$ cat src/rtl/mq_slot_pkg.sv
package mq_slot_pkg;
    localparam int TOTAL_REAL = 32;
    localparam int VIRT_PER_THR = 16;
    localparam int HALF_REAL = TOTAL_REAL / 2;
    localparam int SEQ_W = $clog2(TOTAL_REAL + VIRT_PER_THR);
    localparam int SLOT_W = $clog2(TOTAL_REAL);
    localparam int HALF_W = $clog2(HALF_REAL);
    localparam int VIDX_W = $clog2(VIRT_PER_THR);

    typedef logic [SEQ_W-1:0] seq_t;

    // head: oldest live, done: oldest not completed, tail: next to allocate
    typedef struct packed {
        seq_t head;
        seq_t done;
        seq_t tail;
    } ring_t;

    function automatic seq_t real_cap(input logic st, input logic tid);
        if (st) return tid ? seq_t'(0) : seq_t'(TOTAL_REAL);
        return seq_t'(HALF_REAL);
    endfunction
endpackage

$ cat src/rtl/mq_tag_map.sv
module mq_tag_map
    import mq_slot_pkg::*;
(
    input  logic              st_mode,
    input  logic              tid,
    input  seq_t              seq,
    input  seq_t              head,
    input  seq_t              cap,
    output logic              in_cap,
    output logic [SLOT_W-1:0] slot
);
    seq_t pos;

    always_comb begin
        pos    = seq - head;
        in_cap = pos < cap;
        if (!in_cap)
            slot = SLOT_W'(seq[VIDX_W-1:0]);
        else if (st_mode)
            slot = seq[SLOT_W-1:0];
        else
            slot = {tid, seq[HALF_W-1:0]};
    end
endmodule

$ cat src/rtl/mq_thread_ctl.sv
module mq_thread_ctl
    import mq_slot_pkg::*;
#(
    parameter bit STORE_MODE = 1'b1
) (
    input  logic       clk,
    input  logic       rst,
    input  seq_t       limit,
    input  logic [1:0] add_cnt,
    input  logic [1:0] cmp_cnt,
    input  logic       snd,
    input  logic       fl,
    input  seq_t       fl_seq,
    output ring_t      ring,
    output seq_t       room
);
    ring_t nxt;
    seq_t  occ;
    logic  fl_ok;

    always_comb begin
        occ      = ring.tail - ring.head;
        room     = limit - occ;
        fl_ok    = fl && ((fl_seq - ring.done) <= (ring.tail - ring.done));
        nxt.done = ring.done + seq_t'(cmp_cnt);
        nxt.tail = fl_ok ? fl_seq : ring.tail + seq_t'(add_cnt);
    end

    generate
        if (STORE_MODE) begin : g_store
            always_comb
                nxt.head = ring.head + seq_t'(snd && (ring.done != ring.head));

            p_sent_idle_r6: assert property (@(posedge clk) disable iff (rst)
                (snd && ring.done == ring.head) |=> ring.head == $past(ring.head));
        end else begin : g_load
            always_comb nxt.head = nxt.done;
        end
    endgenerate

    always_ff @(posedge clk) begin
        if (rst) ring <= '0;
        else     ring <= nxt;
    end

    p_occ_bound_r4: assert property (@(posedge clk) disable iff (rst)
        occ <= limit);
    p_order_r5: assert property (@(posedge clk) disable iff (rst)
        (ring.done - ring.head) <= (ring.tail - ring.head));
    p_cmp_legal_r5: assert property (@(posedge clk) disable iff (rst)
        seq_t'(cmp_cnt) <= (ring.tail - ring.done));
    p_flush_cut_r9: assert property (@(posedge clk) disable iff (rst)
        fl_ok |=> ring.tail == $past(fl_seq));
endmodule

$ cat src/rtl/mq_slot_alloc.sv
module mq_slot_alloc
    import mq_slot_pkg::*;
#(
    parameter bit STORE_MODE = 1'b1
) (
    input  logic                   clk,
    input  logic                   rst,
    input  logic                   st_mode,
    input  logic                   dsp_req,
    input  logic                   dsp_tid,
    input  logic [1:0]             dsp_cnt,
    output logic                   dsp_stall,
    output logic [1:0]             dsp_ok,
    output logic [1:0][SEQ_W-1:0]  dsp_seq,
    output logic [1:0]             dsp_virt,
    output logic [1:0][SLOT_W-1:0] dsp_slot,
    input  logic                   cmp_valid,
    input  logic                   cmp_tid,
    input  logic [1:0]             cmp_cnt,
    input  logic                   snd_valid,
    input  logic                   snd_tid,
    input  logic                   fl_valid,
    input  logic                   fl_tid,
    input  logic [SEQ_W-1:0]       fl_seq,
    input  logic                   qry_tid,
    input  logic [SEQ_W-1:0]       qry_seq,
    output logic                   qry_live,
    output logic                   qry_issue_ok,
    output logic [SLOT_W-1:0]      qry_slot
);
    ring_t rings [2];
    seq_t  rooms [2];
    logic  accept;
    logic  q_in_cap;

    always_comb begin
        dsp_stall = dsp_req && ((dsp_cnt == 2'd3)
                              || (st_mode && dsp_tid)
                              || (fl_valid && fl_tid == dsp_tid)
                              || (seq_t'(dsp_cnt) > rooms[dsp_tid]));
        accept = dsp_req && !dsp_stall;
    end

    generate
        for (genvar t = 0; t < 2; t++) begin : g_thr
            mq_thread_ctl #(.STORE_MODE(STORE_MODE)) u_ctl (
                .clk     (clk),
                .rst     (rst),
                .limit   (real_cap(st_mode, 1'(t)) + seq_t'(VIRT_PER_THR)),
                .add_cnt ((accept && dsp_tid == 1'(t)) ? dsp_cnt : 2'd0),
                .cmp_cnt ((cmp_valid && cmp_tid == 1'(t)) ? cmp_cnt : 2'd0),
                .snd     (snd_valid && snd_tid == 1'(t)),
                .fl      (fl_valid && fl_tid == 1'(t)),
                .fl_seq  (fl_seq),
                .ring    (rings[t]),
                .room    (rooms[t])
            );
        end

        for (genvar k = 0; k < 2; k++) begin : g_op
            logic op_in_cap;
            assign dsp_seq[k] = rings[dsp_tid].tail + seq_t'(k);
            mq_tag_map u_map (
                .st_mode (st_mode),
                .tid     (dsp_tid),
                .seq     (dsp_seq[k]),
                .head    (rings[dsp_tid].head),
                .cap     (real_cap(st_mode, dsp_tid)),
                .in_cap  (op_in_cap),
                .slot    (dsp_slot[k])
            );
            assign dsp_ok[k]   = accept && (2'(k) < dsp_cnt);
            assign dsp_virt[k] = !op_in_cap;
        end
    endgenerate

    mq_tag_map u_qmap (
        .st_mode (st_mode),
        .tid     (qry_tid),
        .seq     (qry_seq),
        .head    (rings[qry_tid].head),
        .cap     (real_cap(st_mode, qry_tid)),
        .in_cap  (q_in_cap),
        .slot    (qry_slot)
    );

    always_comb begin
        qry_live     = (qry_seq - rings[qry_tid].head) < (rings[qry_tid].tail - rings[qry_tid].head);
        qry_issue_ok = qry_live && q_in_cap;
    end

    p_stall_none_r4: assert property (@(posedge clk) disable iff (rst)
        dsp_stall |-> dsp_ok == 2'b00);
    p_issue_live_r7: assert property (@(posedge clk) disable iff (rst)
        qry_issue_ok |-> qry_live);
    p_st_thread1_r8: assert property (@(posedge clk) disable iff (rst)
        (st_mode && dsp_req && dsp_tid) |-> dsp_stall);
    p_grant_order_r5: assert property (@(posedge clk) disable iff (rst)
        (dsp_ok[1]) |-> dsp_ok[0]);
endmodule

$ cat config.mk
export PLATFORM = sky130hd
export DESIGN_NAME = mq_slot_alloc
export DESIGN_NICKNAME = d
export VERILOG_FILES = /design/src/rtl/mq_slot_pkg.sv /design/src/rtl/mq_tag_map.sv /design/src/rtl/mq_thread_ctl.sv /design/src/rtl/mq_slot_alloc.sv
export SDC_FILE = /design/constraint.sdc
export NUM_CORES = 1
export LEC_CHECK = 0
export ABC_CLOCK_PERIOD_IN_PS = 5500
export BUFFER_PORTS_ARGS = -buffer_cell sky130_fd_sc_hd__buf_2
export CORE_UTILIZATION = 45
export DETAILED_ROUTE_END_ITERATION = 7
export PLACE_DENSITY = 0.75
export SLEW_MARGIN = 20
export SYNTH_ARGS = -nofsm -noshare
export SYNTH_HDL_FRONTEND = slang
export SYNTH_SLANG_ARGS = --single-unit
export TNS_END_PERCENT = 50
$ cat constraint.sdc
create_clock -name clk -period 5.5 [get_ports clk]
set_input_delay 0.55 -clock clk [delete_from_list [all_inputs] [get_ports clk]]
set_output_delay 0.55 -clock clk [all_outputs]
set_load 0.02 [all_outputs]
==> summary.md <==
| Metric | Value |
|---|---|
| Largest net degree at the start of global routing | 37 |
| Worst setup SP type | primary input |
| Register area share after synthesis | 15.1% |
| Slowest cell on crit path | buf_2 |
| Worst VDD drop | 0.367 mV |
| CTS resizes | 0 |
| Synth Instances | 557 |
| Endpoints failing hold | 0 |
| Post-Synthesis Cell Area | 0.00478 mm^2 |
| Internal power | 1220 uW |
| Grt peak-use layer | met2 |
| Placed Area | 0.00510 mm^2 |
| Worst Path Buf+Inv | 2 |
| RSZ-0062 raised after global routing | no |
| Primary FF master, synth | dfxtp_1 |
| Final slew viol count | 0 |
| Gr usage total | 22.0% |
| Final Cycle Share | 81.8% |
| Final setup violation count | 0 |
| NetSw | 1130 uW |
| Pwr dens | 449 mW/mm^2 |
| Die Wd | 105 um |
| 1st-iter DRT viols | 215 |
| Routed vias/inst | 5.44 |
| FP Rows | 37 |
| Post-synthesis area per instance | 8.59 um^2 |
| Hold WC Path Type | reg2reg |
| WS Path Type | in2out |
| Crit path max fanout | 35 |
| Met3 usage | 2.37% |
| Antenna-violating nets left | 0 |
| I/O Pins | 62 |
| Flop pwr share | 16.3% |
| N_diodes | 0 |
| Top Registers | g_thr.u_ctl.ring x36 |
| Max Freq | 222 MHz |
| Finished Cell Area | 0.00522 mm^2 |
| Cts bufs inserted | 5 |
| Final min period | 4.50 ns |
| Clk slew on worst S/H paths | 0.08 ns |
| #FFs+latches synth | 36 |
| Hold Path Stages | 2 |
| Worst-Margin Slew | 0.670 ns |
| Dpl hpwl | 9380 um |
| Drt total wl | 11,400 um |
| CP max stage delay | 0.51 ns |
| Routability Congestion | 0.871 |
| Clock buffer depth | 2 |
| Worst Path Required | 4.95 ns |
| Arrival time at the worst endpoint | 3.95 ns |
| Worst r2r path cells | 17 |
| CTS root buf | clkbuf_8 |
| Post-synth EDFFs | 0 |
| Distinct cells, synth | 45 |
| Sw Ratio | 48.1% |
| Levels on crit path | 14 |
| CTS H-tree depth | 2 |
| CP cell instances | buf_2 > o21ai_0 > ha_1 > xor2_1 > ha_1 > or2_2 > a21oi_1 > a21oi_1 > a21oi_1 > xnor2_1 > ha_1 > o21a_1 > or2_2 > buf_2 |
| DRT Pass-1 Iters | 4 |
| Met2 Use GR | 38.5% |
| Count of clock tree sinks | 36 |
| Max-Cap Viols | 0 |
| Die H | 105 um |
| Top reg by flops | g_thr.u_ctl.ring |
| Gr ovfl total | 0 |
| Initial Utilization | 46.3% |
| Drc violations | 0 |
| Worst reg2reg setup slack | 1.56 ns |
| Leak pwr | 0.00244 uW |
| Buffers on Ports | 61 |
| Clock share of power | 10.4% |
| WL/cell | 15.6 um |
| Util after Layout | 50.5% |
| Die Area | 0.0110 mm^2 |
| Hold_buf cts | 0 |
| CP delay by family, top | compound AO/OA/AOI/OAI gates |
| Layout cells sized above 1 | 13.7% |
| Crit path capture type | output port |
| Post-synth ARST share | 0% |
| Worst-Skew Late Latency | 0.29 ns |
| First-pass GRT wire length | 19,300 um |
| Relative slew slack | 55.3% |
| Initial antenna violation count | 0 |
| Via count | 3,991 |
| Combinational fraction of design power | 73.3% |
| Core ar. | 0.0103 mm^2 |
| Max Clock Skew | 0.00639 ns |
| Post-CTS setup buffers | 0 |
| Synth Warn # | 0 |
| Max reg flops | 36 |
| Area Growth Syn to Fin | 9.02% |
| CTS tree | built |
| Status | complete, no violations |
| Syn Nets | 692 |
| Vias in the first global route | 4,129 |
| Met1 Track Usage GR | 28.1% |
| Nets | 732 |
| Setup TNS | 0 ns |
## power by group through the flow
stage	logic (uW)	registers (uW)	clock network (uW)
finish	1720	382	244
global route	1930	389	261
CTS	1720	381	247
detailed placement	1710	387	0
global placement	1640	386	0
floorplan	1370	353	0
## cells in the mapped netlist, types with 2 or more instances
master / count / share of area (%)
a211o_1: 2 / 0.37
a21o_1: 28 / 4.4
a21oi_1: 38 / 4.0
a311oi_1: 3 / 0.55
and3_1: 6 / 0.78
buf_4: 12 / 1.9
clkbuf_1: 13 / 1.0
dfxtp_1: 36 / 15
fa_1: 14 / 5.9
ha_1: 93 / 24
inv_1: 47 / 3.7
mux2_2: 3 / 0.71
mux2i_1: 23 / 4.8
nand2_1: 27 / 2.1
nand2b_1: 6 / 0.78
nand3_1: 13 / 1.4
nor2_1: 41 / 3.2
nor2b_1: 8 / 1.0
nor3_1: 12 / 1.3
nor4_1: 4 / 0.52
o21a_1: 2 / 0.31
o21ai_0: 12 / 1.3
o311ai_0: 2 / 0.37
or2_2: 8 / 1.0
xnor2_1: 45 / 8.2
xor2_1: 40 / 7.3
## metal layers
layer  wire length [um]  part of all wire, %  vias to the layer above
met4                261                  2.3                        0
met1               5150                   45                     1863
li1                   -                    -                     1978
met2               5430                   47                      125
met3                590                  5.2                       25
met5                  0                    0                        -
## stage by stage
stage          instances  worst slack (ns)  power [uW]  hold WS (ns)
2_1_floorplan        557             0.120        1720         0.519
3_3_place_gp         726              1.24        2020         0.551
3_5_place_dp         726             0.997        2090         0.569
4_1_cts              734             0.999        2350         0.597
5_1_grt              734             0.775        2580         0.616
6_report             734              1.00        2340         0.595
## placed cells by master (no fill, tap or decap), types with 2 or more instances in the layout
cell | netlist | layout
dfxtp_1 | 36 | 36
nor2b_1 | 8 | 8
and3_1 | 6 | 6
nor3_1 | 12 | 12
buf_2 | 1 | 61
or2_2 | 8 | 8
xnor2_1 | 45 | 45
o311ai_0 | 2 | 2
mux2i_1 | 23 | 23
nand2b_1 | 6 | 6
a21oi_1 | 38 | 38
nor4_1 | 4 | 4
a21o_1 | 28 | 28
mux2_2 | 3 | 3
ha_1 | 93 | 93
a311oi_1 | 3 | 3
nor2_1 | 41 | 41
o21ai_0 | 12 | 12
clkbuf_8 | 0 | 5
xor2_1 | 40 | 40
nand2_1 | 27 | 27
nand3_1 | 13 | 13
a211o_1 | 2 | 2
inv_1 | 47 | 47
o21a_1 | 2 | 2
fa_1 | 14 | 14
## tightest hold or removal path, delay by kind of cell, from the launching register on
family,cells,cell delay (ns)
AND/OR/NAND/NOR,1,0.04
XOR/XNOR,1,0.17
flip-flops,1,0.36
## cell families (layout without fill, tap and decap cells)
| group | Yosys count | after routing | share of synthesized area [%] |
|---|---|---|---|
| buffers and inverters | 75 | 116 | 7.01 |
| multiplexers | 26 | 26 | 5.52 |
| XOR/XNOR | 86 | 86 | 16.0 |
| AND/OR/NAND/NOR | 133 | 133 | 13.8 |
| AO/OA/AOI/OAI | 94 | 94 | 12.3 |
| adder cells (fa/ha/maj) | 107 | 107 | 30.2 |
| flip-flops | 36 | 36 | 15.1 |
## worst paths after layout
| path | from | end |
|---|---|---|
| setup / recovery | dsp_tid | dsp_virt[1] |
| setup reg to reg | g_thr[1].u_ctl.ring[2] | g_thr[0].u_ctl.ring[4] |
| hold reg to reg | g_thr[0].u_ctl.ring[9] | g_thr[0].u_ctl.ring[9] |
| hold / removal | g_thr[0].u_ctl.ring[9] | g_thr[0].u_ctl.ring[9] |
## cell type report
| type | instances | area (um^2) |
|---|---|---|
| Multi-Input combinational cell | 446 | 3730 |
| Sequential cell | 36 | 721 |
| Fill cell | 987 | 5110 |
| Clock buffer | 5 | 68.8 |
| Timing Repair Buffer | 61 | 305 |
| Clock inverter | 3 | 46.3 |
| Tap cell | 136 | 170 |
| Inverter | 47 | 176 |
No activity file was read; power rests on OpenSTA's default activity.
